### src/rtl/row_wipe_pkg.sv
package row_wipe_pkg;

    localparam int CMD_BITS   = 4;
    localparam int WORD_BITS  = 16;
    localparam int FRAME_BITS = CMD_BITS + WORD_BITS;
    localparam int STEP_W     = 4;
    localparam int ADDR_BITS  = 24;

    localparam logic [CMD_BITS-1:0] CMD_CORE = 4'b0000;

    localparam logic [WORD_BITS-1:0] W_ARM_WRITE  = 16'h84A6;
    localparam logic [WORD_BITS-1:0] W_ZERO_UP    = 16'h6AF8;
    localparam logic [WORD_BITS-1:0] W_ZERO_MID   = 16'h6AF7;
    localparam logic [WORD_BITS-1:0] W_ZERO_LO    = 16'h6AF6;
    localparam logic [WORD_BITS-1:0] W_PUT_UP     = 16'h6EF8;
    localparam logic [WORD_BITS-1:0] W_PUT_MID    = 16'h6EF7;
    localparam logic [WORD_BITS-1:0] W_PUT_LO     = 16'h6EF6;
    localparam logic [WORD_BITS-1:0] W_PICK_ERASE = 16'h88A6;
    localparam logic [WORD_BITS-1:0] W_FIRE       = 16'h82A6;
    localparam logic [WORD_BITS-1:0] W_IDLE_OP    = 16'h0000;
    localparam logic [7:0]           OP_LITERAL   = 8'h0E;

    typedef enum logic [1:0] {
        SH_IDLE,
        SH_HIGH,
        SH_LOW
    } sh_state_e;

    typedef enum logic [1:0] {
        SQ_IDLE,
        SQ_ISSUE,
        SQ_WAIT
    } sq_state_e;

endpackage

### src/rtl/rw_row_script.sv
module rw_row_script
    import row_wipe_pkg::*;
#(
    parameter int ROW_W     = 8,
    parameter int ROW_LOG2  = 10
) (
    input  logic [ROW_W-1:0]     row,
    input  logic [STEP_W-1:0]    step,
    output logic [WORD_BITS-1:0] word,
    output logic                 is_nop,
    output logic                 last
);

    localparam logic [STEP_W-1:0] FIRST_LAST = STEP_W'(6);
    localparam logic [STEP_W-1:0] LATER_LAST = STEP_W'(9);

    logic [ADDR_BITS-1:0] row_addr;
    logic                 first_row;

    always_comb begin
        row_addr  = ADDR_BITS'(row) << ROW_LOG2;
        first_row = (row == '0);
    end

    always_comb begin
        word = W_IDLE_OP;
        if (first_row) begin
            case (step)
                4'd0:    word = W_ARM_WRITE;
                4'd1:    word = W_ZERO_UP;
                4'd2:    word = W_ZERO_MID;
                4'd3:    word = W_ZERO_LO;
                4'd4:    word = W_PICK_ERASE;
                4'd5:    word = W_FIRE;
                default: word = W_IDLE_OP;
            endcase
            last = (step == FIRST_LAST);
        end else begin
            case (step)
                4'd0:    word = W_ARM_WRITE;
                4'd1:    word = {OP_LITERAL, row_addr[23:16]};
                4'd2:    word = W_PUT_UP;
                4'd3:    word = {OP_LITERAL, row_addr[15:8]};
                4'd4:    word = W_PUT_MID;
                4'd5:    word = {OP_LITERAL, row_addr[7:0]};
                4'd6:    word = W_PUT_LO;
                4'd7:    word = W_PICK_ERASE;
                4'd8:    word = W_FIRE;
                default: word = W_IDLE_OP;
            endcase
            last = (step == LATER_LAST);
        end
        is_nop = last;
    end

endmodule

### src/rtl/rw_frame_shifter.sv
module rw_frame_shifter
    import row_wipe_pkg::*;
#(
    parameter int HALF_HI     = 2,
    parameter int HALF_LO     = 2,
    parameter int HOLD_W      = 12,
    parameter int STRETCH_BIT = 3
) (
    input  logic                 clk,
    input  logic                 rst_n,
    input  logic                 go,
    input  logic [CMD_BITS-1:0]  cmd,
    input  logic [WORD_BITS-1:0] payload,
    input  logic                 stretch,
    input  logic [HOLD_W-1:0]    hold,
    output logic                 frame_done,
    output logic                 line_clk,
    output logic                 line_dat
);

    localparam int HL_MAX = (HALF_HI > HALF_LO) ? HALF_HI : HALF_LO;
    localparam int HP_W   = $clog2(HL_MAX + 1);
    localparam int LEN_W  = (HOLD_W > HP_W) ? HOLD_W : HP_W;
    localparam int IDX_W  = $clog2(FRAME_BITS);
    localparam logic [LEN_W-1:0] HI_LEN  = LEN_W'(HALF_HI - 1);
    localparam logic [LEN_W-1:0] LO_LEN  = LEN_W'(HALF_LO - 1);
    localparam logic [IDX_W-1:0] LAST_IX = IDX_W'(FRAME_BITS - 1);
    localparam logic [IDX_W-1:0] STR_IX  = IDX_W'(STRETCH_BIT);

    typedef struct packed {
        sh_state_e             state;
        logic [LEN_W-1:0]      cnt;
        logic [IDX_W-1:0]      idx;
        logic [FRAME_BITS-1:0] sreg;
        logic                  stretch;
        logic                  clk;
        logic                  dat;
    } sh_t;

    sh_t q, d;
    logic [LEN_W-1:0] hold_len;

    always_comb begin
        hold_len   = (hold == '0) ? '0 : LEN_W'(hold - 1'b1);
        d          = q;
        frame_done = 1'b0;
        case (q.state)
            SH_IDLE: begin
                if (go) begin
                    d.sreg    = {payload, cmd};
                    d.idx     = '0;
                    d.stretch = stretch;
                    d.state   = SH_HIGH;
                    d.cnt     = (stretch && STR_IX == '0) ? hold_len : HI_LEN;
                    d.clk     = 1'b1;
                    d.dat     = cmd[0];
                end
            end
            SH_HIGH: begin
                if (q.cnt == '0) begin
                    d.state = SH_LOW;
                    d.cnt   = LO_LEN;
                    d.clk   = 1'b0;
                end else begin
                    d.cnt = q.cnt - 1'b1;
                end
            end
            SH_LOW: begin
                if (q.cnt != '0) begin
                    d.cnt = q.cnt - 1'b1;
                end else if (q.idx == LAST_IX) begin
                    d.state    = SH_IDLE;
                    frame_done = 1'b1;
                end else begin
                    d.sreg  = q.sreg >> 1;
                    d.idx   = q.idx + 1'b1;
                    d.state = SH_HIGH;
                    d.clk   = 1'b1;
                    d.dat   = q.sreg[1];
                    d.cnt   = (q.stretch && (q.idx + 1'b1) == STR_IX) ? hold_len : HI_LEN;
                end
            end
            default: d.state = SH_IDLE;
        endcase
    end

    always_ff @(posedge clk or negedge rst_n) begin
        if (!rst_n) begin
            q <= '{state: SH_IDLE, cnt: '0, idx: '0, sreg: '0,
                   stretch: 1'b0, clk: 1'b0, dat: 1'b0};
        end else begin
            q <= d;
        end
    end

    assign line_clk = q.clk;
    assign line_dat = q.dat;

    p_dat_moves_high_r5: assert property (@(posedge clk) disable iff (!rst_n)
        (q.dat != $past(q.dat)) |-> q.clk);

    p_go_only_idle_r1: assert property (@(posedge clk) disable iff (!rst_n)
        go |-> (q.state == SH_IDLE));

    p_idx_range_r1: assert property (@(posedge clk) disable iff (!rst_n)
        q.idx <= LAST_IX);

    p_idle_clock_low_r4: assert property (@(posedge clk) disable iff (!rst_n)
        (q.state == SH_IDLE) |-> !q.clk);

endmodule

### src/rtl/flash_row_wiper.sv
module flash_row_wiper
    import row_wipe_pkg::*;
#(
    parameter int ROW_W    = 8,
    parameter int HOLD_W   = 12,
    parameter int HALF_HI  = 2,
    parameter int HALF_LO  = 2,
    parameter int ROW_LOG2 = 10
) (
    input  logic              clk,
    input  logic              rst_n,
    input  logic              start,
    input  logic [ROW_W-1:0]  row_count,
    input  logic [HOLD_W-1:0] erase_hold,
    output logic              prog_clk,
    output logic              prog_dat,
    output logic              prog_dat_oe,
    output logic              busy,
    output logic              done
);

    typedef struct packed {
        sq_state_e         state;
        logic [ROW_W-1:0]  row;
        logic [ROW_W-1:0]  rows;
        logic [STEP_W-1:0] step;
        logic [HOLD_W-1:0] hold;
        logic              done;
    } sq_t;

    sq_t q, d;

    logic [WORD_BITS-1:0] cur_word;
    logic                 cur_nop;
    logic                 cur_last;
    logic                 frame_done;
    logic                 issue;

    rw_row_script #(
        .ROW_W    (ROW_W),
        .ROW_LOG2 (ROW_LOG2)
    ) u_script (
        .row    (q.row),
        .step   (q.step),
        .word   (cur_word),
        .is_nop (cur_nop),
        .last   (cur_last)
    );

    rw_frame_shifter #(
        .HALF_HI     (HALF_HI),
        .HALF_LO     (HALF_LO),
        .HOLD_W      (HOLD_W),
        .STRETCH_BIT (3)
    ) u_shift (
        .clk        (clk),
        .rst_n      (rst_n),
        .go         (issue),
        .cmd        (CMD_CORE),
        .payload    (cur_word),
        .stretch    (cur_nop),
        .hold       (q.hold),
        .frame_done (frame_done),
        .line_clk   (prog_clk),
        .line_dat   (prog_dat)
    );

    always_comb begin
        d      = q;
        d.done = 1'b0;
        issue  = (q.state == SQ_ISSUE);
        case (q.state)
            SQ_IDLE: begin
                if (start) begin
                    if (row_count == '0) begin
                        d.done = 1'b1;
                    end else begin
                        d.rows  = row_count;
                        d.hold  = erase_hold;
                        d.row   = '0;
                        d.step  = '0;
                        d.state = SQ_ISSUE;
                    end
                end
            end
            SQ_ISSUE: d.state = SQ_WAIT;
            SQ_WAIT: begin
                if (frame_done) begin
                    if (!cur_last) begin
                        d.step  = q.step + 1'b1;
                        d.state = SQ_ISSUE;
                    end else if (q.row == q.rows - 1'b1) begin
                        d.state = SQ_IDLE;
                        d.done  = 1'b1;
                    end else begin
                        d.row   = q.row + 1'b1;
                        d.step  = '0;
                        d.state = SQ_ISSUE;
                    end
                end
            end
            default: d.state = SQ_IDLE;
        endcase
    end

    always_ff @(posedge clk or negedge rst_n) begin
        if (!rst_n) begin
            q <= '{state: SQ_IDLE, row: '0, rows: '0, step: '0, hold: '0, done: 1'b0};
        end else begin
            q <= d;
        end
    end

    assign busy        = (q.state != SQ_IDLE);
    assign done        = q.done;
    assign prog_dat_oe = busy;

    p_done_single_r6: assert property (@(posedge clk) disable iff (!rst_n)
        done |=> !done);

    p_fall_gives_done_r6: assert property (@(posedge clk) disable iff (!rst_n)
        $fell(busy) |-> done);

    p_row_bound_r3: assert property (@(posedge clk) disable iff (!rst_n)
        busy |-> (q.row < q.rows));

    p_ignore_start_r7: assert property (@(posedge clk) disable iff (!rst_n)
        (busy && start) |=> ($stable(q.rows) && $stable(q.hold)));

    p_zero_rows_r8: assert property (@(posedge clk) disable iff (!rst_n)
        (start && !busy && row_count == '0) |=> (done && !busy));

    p_quiet_when_idle_r9: assert property (@(posedge clk) disable iff (!rst_n)
        !busy |-> !prog_clk);

endmodule

### config.mk
export PLATFORM = sky130hd
export DESIGN_NAME = flash_row_wiper
export DESIGN_NICKNAME = d
export VERILOG_FILES = /design/src/rtl/row_wipe_pkg.sv /design/src/rtl/rw_row_script.sv /design/src/rtl/rw_frame_shifter.sv /design/src/rtl/flash_row_wiper.sv
export SDC_FILE = /design/constraint.sdc
export NUM_CORES = 1
export LEC_CHECK = 0
export ABC_AREA = 1
export CAP_MARGIN = 25
export CORE_AREA = 10 10 135 113
export CTS_CLUSTER_DIAMETER = 100
export DETAILED_ROUTE_END_ITERATION = 12
export DIE_AREA = 0 0 145 123
export HOLD_SLACK_MARGIN = 0.06
export REMOVE_ABC_BUFFERS = 1
export SYNTH_ARGS = -nofsm -noshare
export SYNTH_HDL_FRONTEND = slang
export SYNTH_SLANG_ARGS = --single-unit
### constraint.sdc
create_clock -name clk -period 2.2 [get_ports clk]
set_input_delay 0.44 -clock clk [delete_from_list [all_inputs] [get_ports clk]]
set_output_delay 0.44 -clock clk [all_outputs]
set_load 0.005 [all_outputs]
==> results.json, run 1 <==
{
  "run_status": "finished, final reports clean",
  "worstSetupPathType": "flop to primary output",
  "layout_setup_ws_ps": 110,
  "powerDensity_nw_per_um2": 1420,
  "synth-edff-count": 0,
  "track_usage": 0.137,
  "cts_buffers": 9,
  "worstMarginPinSlew_ps": 386,
  "crit_chain": "nor2_1 -> inv_1 -> clkdlybuf4s50_1",
  "grt_pass1_wl_mm": 20.5,
  "fill_cells": 1252,
  "dieArea_um2": 17800,
  "ys_seq_elements": 76,
  "hold_path_end": "u_shift.line_clk",
  "drv_cap": 0,
  "first_global_vias": 4161,
  "cts_sinks": 76,
  "ir_drop_v": 0.000566,
  "final_area_um2": 5790,
  "drive_above_1_share": 0.120,
  "whs_path_depth": 2,
  "grt_max_degree": 50,
  "post-route-period-util": 0.950,
  "grt_overflow_total": 0,
  "place.gp.congestion": 0.892,
  "htreeDepth": 3,
  "dr.pass1.iters": 4,
  "endpoint_kind": "primary output",
  "first_iter_violations": 237,
  "worstPathRequired_ps": 1760,
  "num_rows": 37,
  "hold_class": "flop to flop",
  "cts_setup_buffers": 0,
  "die_y_um": 123,
  "finalNetCount": 729,
  "slowest_delay_ps": 470,
  "dieWidth_um": 145,
  "arrival_ps": 1650,
  "post-place-ws_ps": 131,
  "worstSetupStartpointType": "flop",
  "dpl_cell_area_um2": 5450,
  "syn_area_um2": 4920,
  "hold_start": "u_shift.line_clk",
  "drt_wl_total_mm": 11.5,
  "crit_path_max_fanout": 4,
  "cts_tree": "built",
  "clock-root-buffer": "clkbuf_16",
  "setup_viol": 0,
  "yosysWarnings": 0,
  "slew_violations": 0,
  "finalHoldViolations": 0,
  "antenna_found_initial": 0,
  "timing.fmax_mhz": 478,
  "route.vias.total": 4216,
  "ff2ff_setup_slack_ps": 170,
  "synth_cell_type_count": 46,
  "synth_seq_area_share": 0.387,
  "dpl.hpwl_mm": 8.83,
  "worstSkewPairLatency_ps": 340,
  "ys.flop_type": "dfrtp_1",
  "drt-vias-per-instance": 4.85,
  "area_growth_pct": 17.7,
  "rr_worst_depth": 10,
  "slew_headroom": 0.743,
  "start_util": 0.392,
  "power.leakage_uw": 0.00276,
  "r2r_start": "u_shift.q[28]",
  "io_pins": 28,
  "syn_area_per_cell_um2": 7.53,
  "cts_max_path_buffers": 2,
  "finalCriticalPeriod_ps": 2090,
  "rsz0062_at_grt": "false",
  "core-area_um2": 12500,
  "netlist_instances": 653,
  "async_flop_share": 1.00,
  "crit_path_top_delay_cell": "clkdlybuf4s50_1",
  "wire_per_inst_um": 13.2,
  "drcViolationCount": 0,
  "ant_nets": 0,
  "num_antenna_cells": 0,
  "port_buffers": 27,
  "regToRegEndpoint": "u_shift.q[7]",
  "finalClockSkew_ps": 6.30,
  "clkTransAtPathRegs_ps": 60
}
[cell usage in the layout (no fill, tap or decap), types with 2 or more instances in the layout]
cell             Yosys  final
nand2_1            178    177
dfrtp_1             76     74
inv_1               70     69
nor2_1              61     60
nand3_1             47     46
o21ai_0             39     37
clkdlybuf4s50_1      0     26
xor2_1              25     25
a21oi_1             19     19
nand4_1             15     15
buf_4                1     15
ha_1                15     14
nor3_1              12     11
o21ai_1              8     10
clkbuf_16            0      9
inv_2                6      7
nor2_2               7      7
mux2_2               7      7
xnor2_1              6      6
nand2_4              5      5
a2bb2oi_1            5      5
nor2_4               2      3
nand2_2              2      3
nand3_2              3      3
o211ai_1             3      3
o31ai_2              3      3
nand3b_1             2      2
nor3_2               1      2
nor2_8               2      2
nand3_4              1      2
a21boi_1             2      2
nor3b_1              2      2
buf_12               0      2
dfrtp_2              0      2
[stage by stage]
step | utilization | TNS [ps] | power (µW) | cells | hold slack, ps
floorplan | - | -3090 | 5440 | 636 | 144
global placement | 0.435 | 0 | 6630 | 854 | 387
detailed placement | 0.435 | 0 | 6710 | 854 | 395
CTS | 0.459 | 0 | 8230 | 869 | 489
global route | 0.461 | 0 | 9000 | 869 | 518
finish | 0.461 | 0 | 8240 | 869 | 480
[sequential cells by signal, indices dropped and copies added (netlist names)]
signal and flops:
q 34, u_shift.q 40, done 1, u_shift.line_clk 1
[Yosys cell counts (7+ instances only)]
library cell / n / area [µm²]
xor2_1: 25 / 219
nor2_2: 7 / 43.8
inv_1: 70 / 263
dfrtp_1: 76 / 1900
nand4_1: 15 / 93.8
nor3_1: 12 / 60.1
nand2_1: 178 / 668
a21oi_1: 19 / 95.1
nor2_1: 61 / 229
buf_2: 7 / 35.0
nand3_1: 47 / 235
o21ai_1: 8 / 40.0
ha_1: 15 / 188
clkbuf_1: 7 / 26.3
o21ai_0: 39 / 195
mux2_2: 7 / 78.8
[what timing repair did]
action,in CTS,in global routing
hold buffers,1,0
setup endpoints to repair,0,17
endpoints found under the hold margin,27,0
gates resized for setup,0,13
[worst max-delay path: cells and delay by family, from the launching register on]
family                 cells  cell delay [ps]
DFF                        1              460
buffers and inverters      2              570
and+or+nand+nor            1              280
[worst max path at each step]
stage / startpoint / end / slack [ps] / cells after the start
2_1_floorplan: u_shift.q[40] / u_shift.q[20] / -240 / 8
3_3_place_gp: q[17] / q[16] / 140 / 13
3_5_place_dp: q[17] / q[15] / 130 / 13
4_1_cts: q[33] / busy / 70 / 3
5_1_grt: q[33] / busy / 4 / 3
6_report: q[33] / busy / 110 / 3
[per-layer routing]
metal | wire [µm] | global-route usage
met5 | 0 | 0
met2 | 5120 | 0.214
met4 | 140 | 0.0484
met1 | 5900 | 0.188
met3 | 331 | 0.0237
[report_power, final]
group,total [µW],switching (µW),internal (µW)
Clock,1480,587,897
Sequential,2290,434,1860
Combinational,4460,2780,1680
Total,8240,3800,4430
[layout make-up]
| type | instances | area (µm²) | share of cell area |
|---|---|---|---|
| inverter | 78 | 300 | 0.0519 |
| tap | 175 | 219 | 0.0378 |
| timing repair buffer | 44 | 423 | 0.0731 |
| sequential | 76 | 1900 | 0.329 |
| clock inverter | 4 | 51.3 | 0.00886 |
| multi-input combinational | 482 | 2650 | 0.458 |
| clock buffer | 10 | 239 | 0.0413 |
[cell families (layout without fill, tap and decap cells)]
| family | count (synthesis) | count (layout) | share of synthesized area |
|---|---|---|---|
| AOI/OAI and AO/OA | 86 | 86 | 0.104 |
| buffers and inverters | 95 | 136 | 0.0802 |
| and+or+nand+nor | 343 | 343 | 0.319 |
| muxes | 7 | 7 | 0.0160 |
| DFF | 76 | 76 | 0.387 |
| xor gates and xnor gates | 31 | 31 | 0.0552 |
| adders and majority gates | 15 | 15 | 0.0382 |
No activity file was read; power rests on OpenSTA's default activity.
==> inputs of run 2 (changes only) <==
- CORE_AREA: 10 10 135 113 -> 5 5 130 108
- DIE_AREA: 0 0 145 123 -> 0 0 135 113
- GPL_ROUTABILITY_DRIVEN: unset -> 0
- clock period: 2.2 -> 2.7 ns (I/O delays scaled with it)
==> results.json, run 2 (same netlist as run 1, synthesis figures left out) <==
{
  "dpl_cell_area_um2": 5370,
  "slew_violations": 0,
  "track_usage": 0.156,
  "slew_headroom": 0.619,
  "finalHoldViolations": 0,
  "setup_viol": 0,
  "dpl.hpwl_mm": 8.31,
  "start_util": 0.392,
  "worstPathRequired_ps": 2970,
  "finalCriticalPeriod_ps": 2210,
  "post-route-period-util": 0.817,
  "io_pins": 28,
  "arrival_ps": 2480,
  "first_global_vias": 4021,
  "finalClockSkew_ps": 7.00,
  "htreeDepth": 3,
  "cts_setup_buffers": 0,
  "run_status": "finished, final reports clean",
  "cpMostUsedCell": "nand2_1",
  "worstSetupStartpointType": "flop",
  "endpoint_kind": "flop",
  "mostFrequentLayoutCell": "nand2_1",
  "crit_path_top_delay_cell": "dfrtp_1",
  "finalNetCount": 719,
  "drt_wl_total_mm": 11.2,
  "timing.fmax_mhz": 453,
  "grt_pass1_wl_mm": 19.6,
  "regMostFlops": "u_shift.q",
  "core-area_um2": 12500,
  "cts_buffers": 9,
  "clkTransAtPathRegs_ps": 60,
  "final_area_um2": 5670,
  "dr.pass1.iters": 4,
  "antenna_found_initial": 0,
  "largest_reg_flops": 40,
  "worstMarginPinSlew_ps": 571,
  "top_regs": "u_shift.q (40), q (34)",
  "cts_resized": 0,
  "drive_above_1_share": 0.0977,
  "cts_sinks": 76,
  "ir_drop_v": 0.000391,
  "power.leakage_uw": 0.00271,
  "dieArea_um2": 15300,
  "clock-root-buffer": "clkbuf_16",
  "drv_cap": 0,
  "area_growth_pct": 15.3,
  "port_buffers": 27,
  "cts_tree": "built",
  "tns_ps": 0,
  "wire_per_inst_um": 13.1,
  "die_y_um": 113,
  "hold_class": "primary input to async pin",
  "grt_max_degree": 77,
  "worstSetupPathType": "flop to flop",
  "num_antenna_cells": 0,
  "mostFrequentLayoutCells": "nand2_1 (178), dfrtp_1 (76), inv_1 (70)",
  "crit_chain": "inv_1 -> ha_1 -> nand2_1 -> nor3_2 -> nand2_1 -> o21ai_2 -> nand4_1 -> nand2_1 -> nand2_1 -> nand2_1",
  "crit_path_max_fanout": 12,
  "drcViolationCount": 0,
  "rsz0062_at_grt": "false",
  "num_rows": 37,
  "grt_overflow_total": 0,
  "route.vias.total": 4215,
  "drt-vias-per-instance": 4.90,
  "first_iter_violations": 223,
  "cts_max_path_buffers": 2,
  "slowest_delay_ps": 440,
  "worstSkewPairLatency_ps": 330,
  "ctsHoldBuffers": 0,
  "dieWidth_um": 135,
  "ant_nets": 0,
  "powerDensity_nw_per_um2": 1160
}
-- run 2: where the power goes --
part | leakage, µW | internal, µW | switching (µW)
logic | 0.00158 | 1240 | 2250
registers | 0.000986 | 1510 | 357
clock network | 0.000142 | 716 | 477
-- run 2: final cells by class --
| type | count | area [µm²] |
|---|---|---|
| clock buffer | 10 | 229 |
| clock inverter | 6 | 65.1 |
| fill | 1258 | 6880 |
| inverter | 78 | 299 |
| multi-input combinational | 482 | 2620 |
| sequential | 76 | 1900 |
| tap | 175 | 219 |
| timing repair buffer | 34 | 333 |
-- run 2: final timing paths --
path | slack, ps | end | start | depth (start not counted)
max | 490 | q[13] | q[25] | 10
min | 200 | q[5] | rst_n | 2
max reg2reg | 490 | q[13] | q[25] | 10
min reg2reg | 480 | u_shift.q[14] | u_shift.q[14] | 2
max in group asynchronous | 2130 | u_shift.q[11] | rst_n | 2
min in group clk | 480 | u_shift.q[14] | u_shift.q[14] | 2
-- run 2: stage by stage --
| step | hold slack (ps) | total power [µW] | worst slack (ps) | cells | utilization |
|---|---|---|---|---|---|
| floorplan | 244 | 4430 | 256 | 636 | - |
| global placement | 466 | 5250 | 439 | 845 | 0.428 |
| detailed placement | 466 | 5340 | 372 | 845 | 0.428 |
| CTS | 237 | 6570 | 467 | 861 | 0.452 |
| global route | 258 | 7160 | 243 | 861 | 0.452 |
| finish | 201 | 6550 | 493 | 861 | 0.452 |
-- run 2: critical path, delay by kind of cell (launching register included) --
family / cells / cell delay, ps
simple gates: 7 / 1060
flops: 1 / 440
compound gates: 1 / 360
fa+ha+maj: 1 / 160
buf+inv: 1 / 130
-- run 2: metal layers --
metal / vias to the layer above / global-route usage / part of all wire
met2: 59 / 0.231 / 0.43
met1: 1977 / 0.229 / 0.53
met4: 0 / 0.0423 / 0.013
met3: 16 / 0.0338 / 0.032
li1: 2163 / - / -
met5: - / 0 / 0
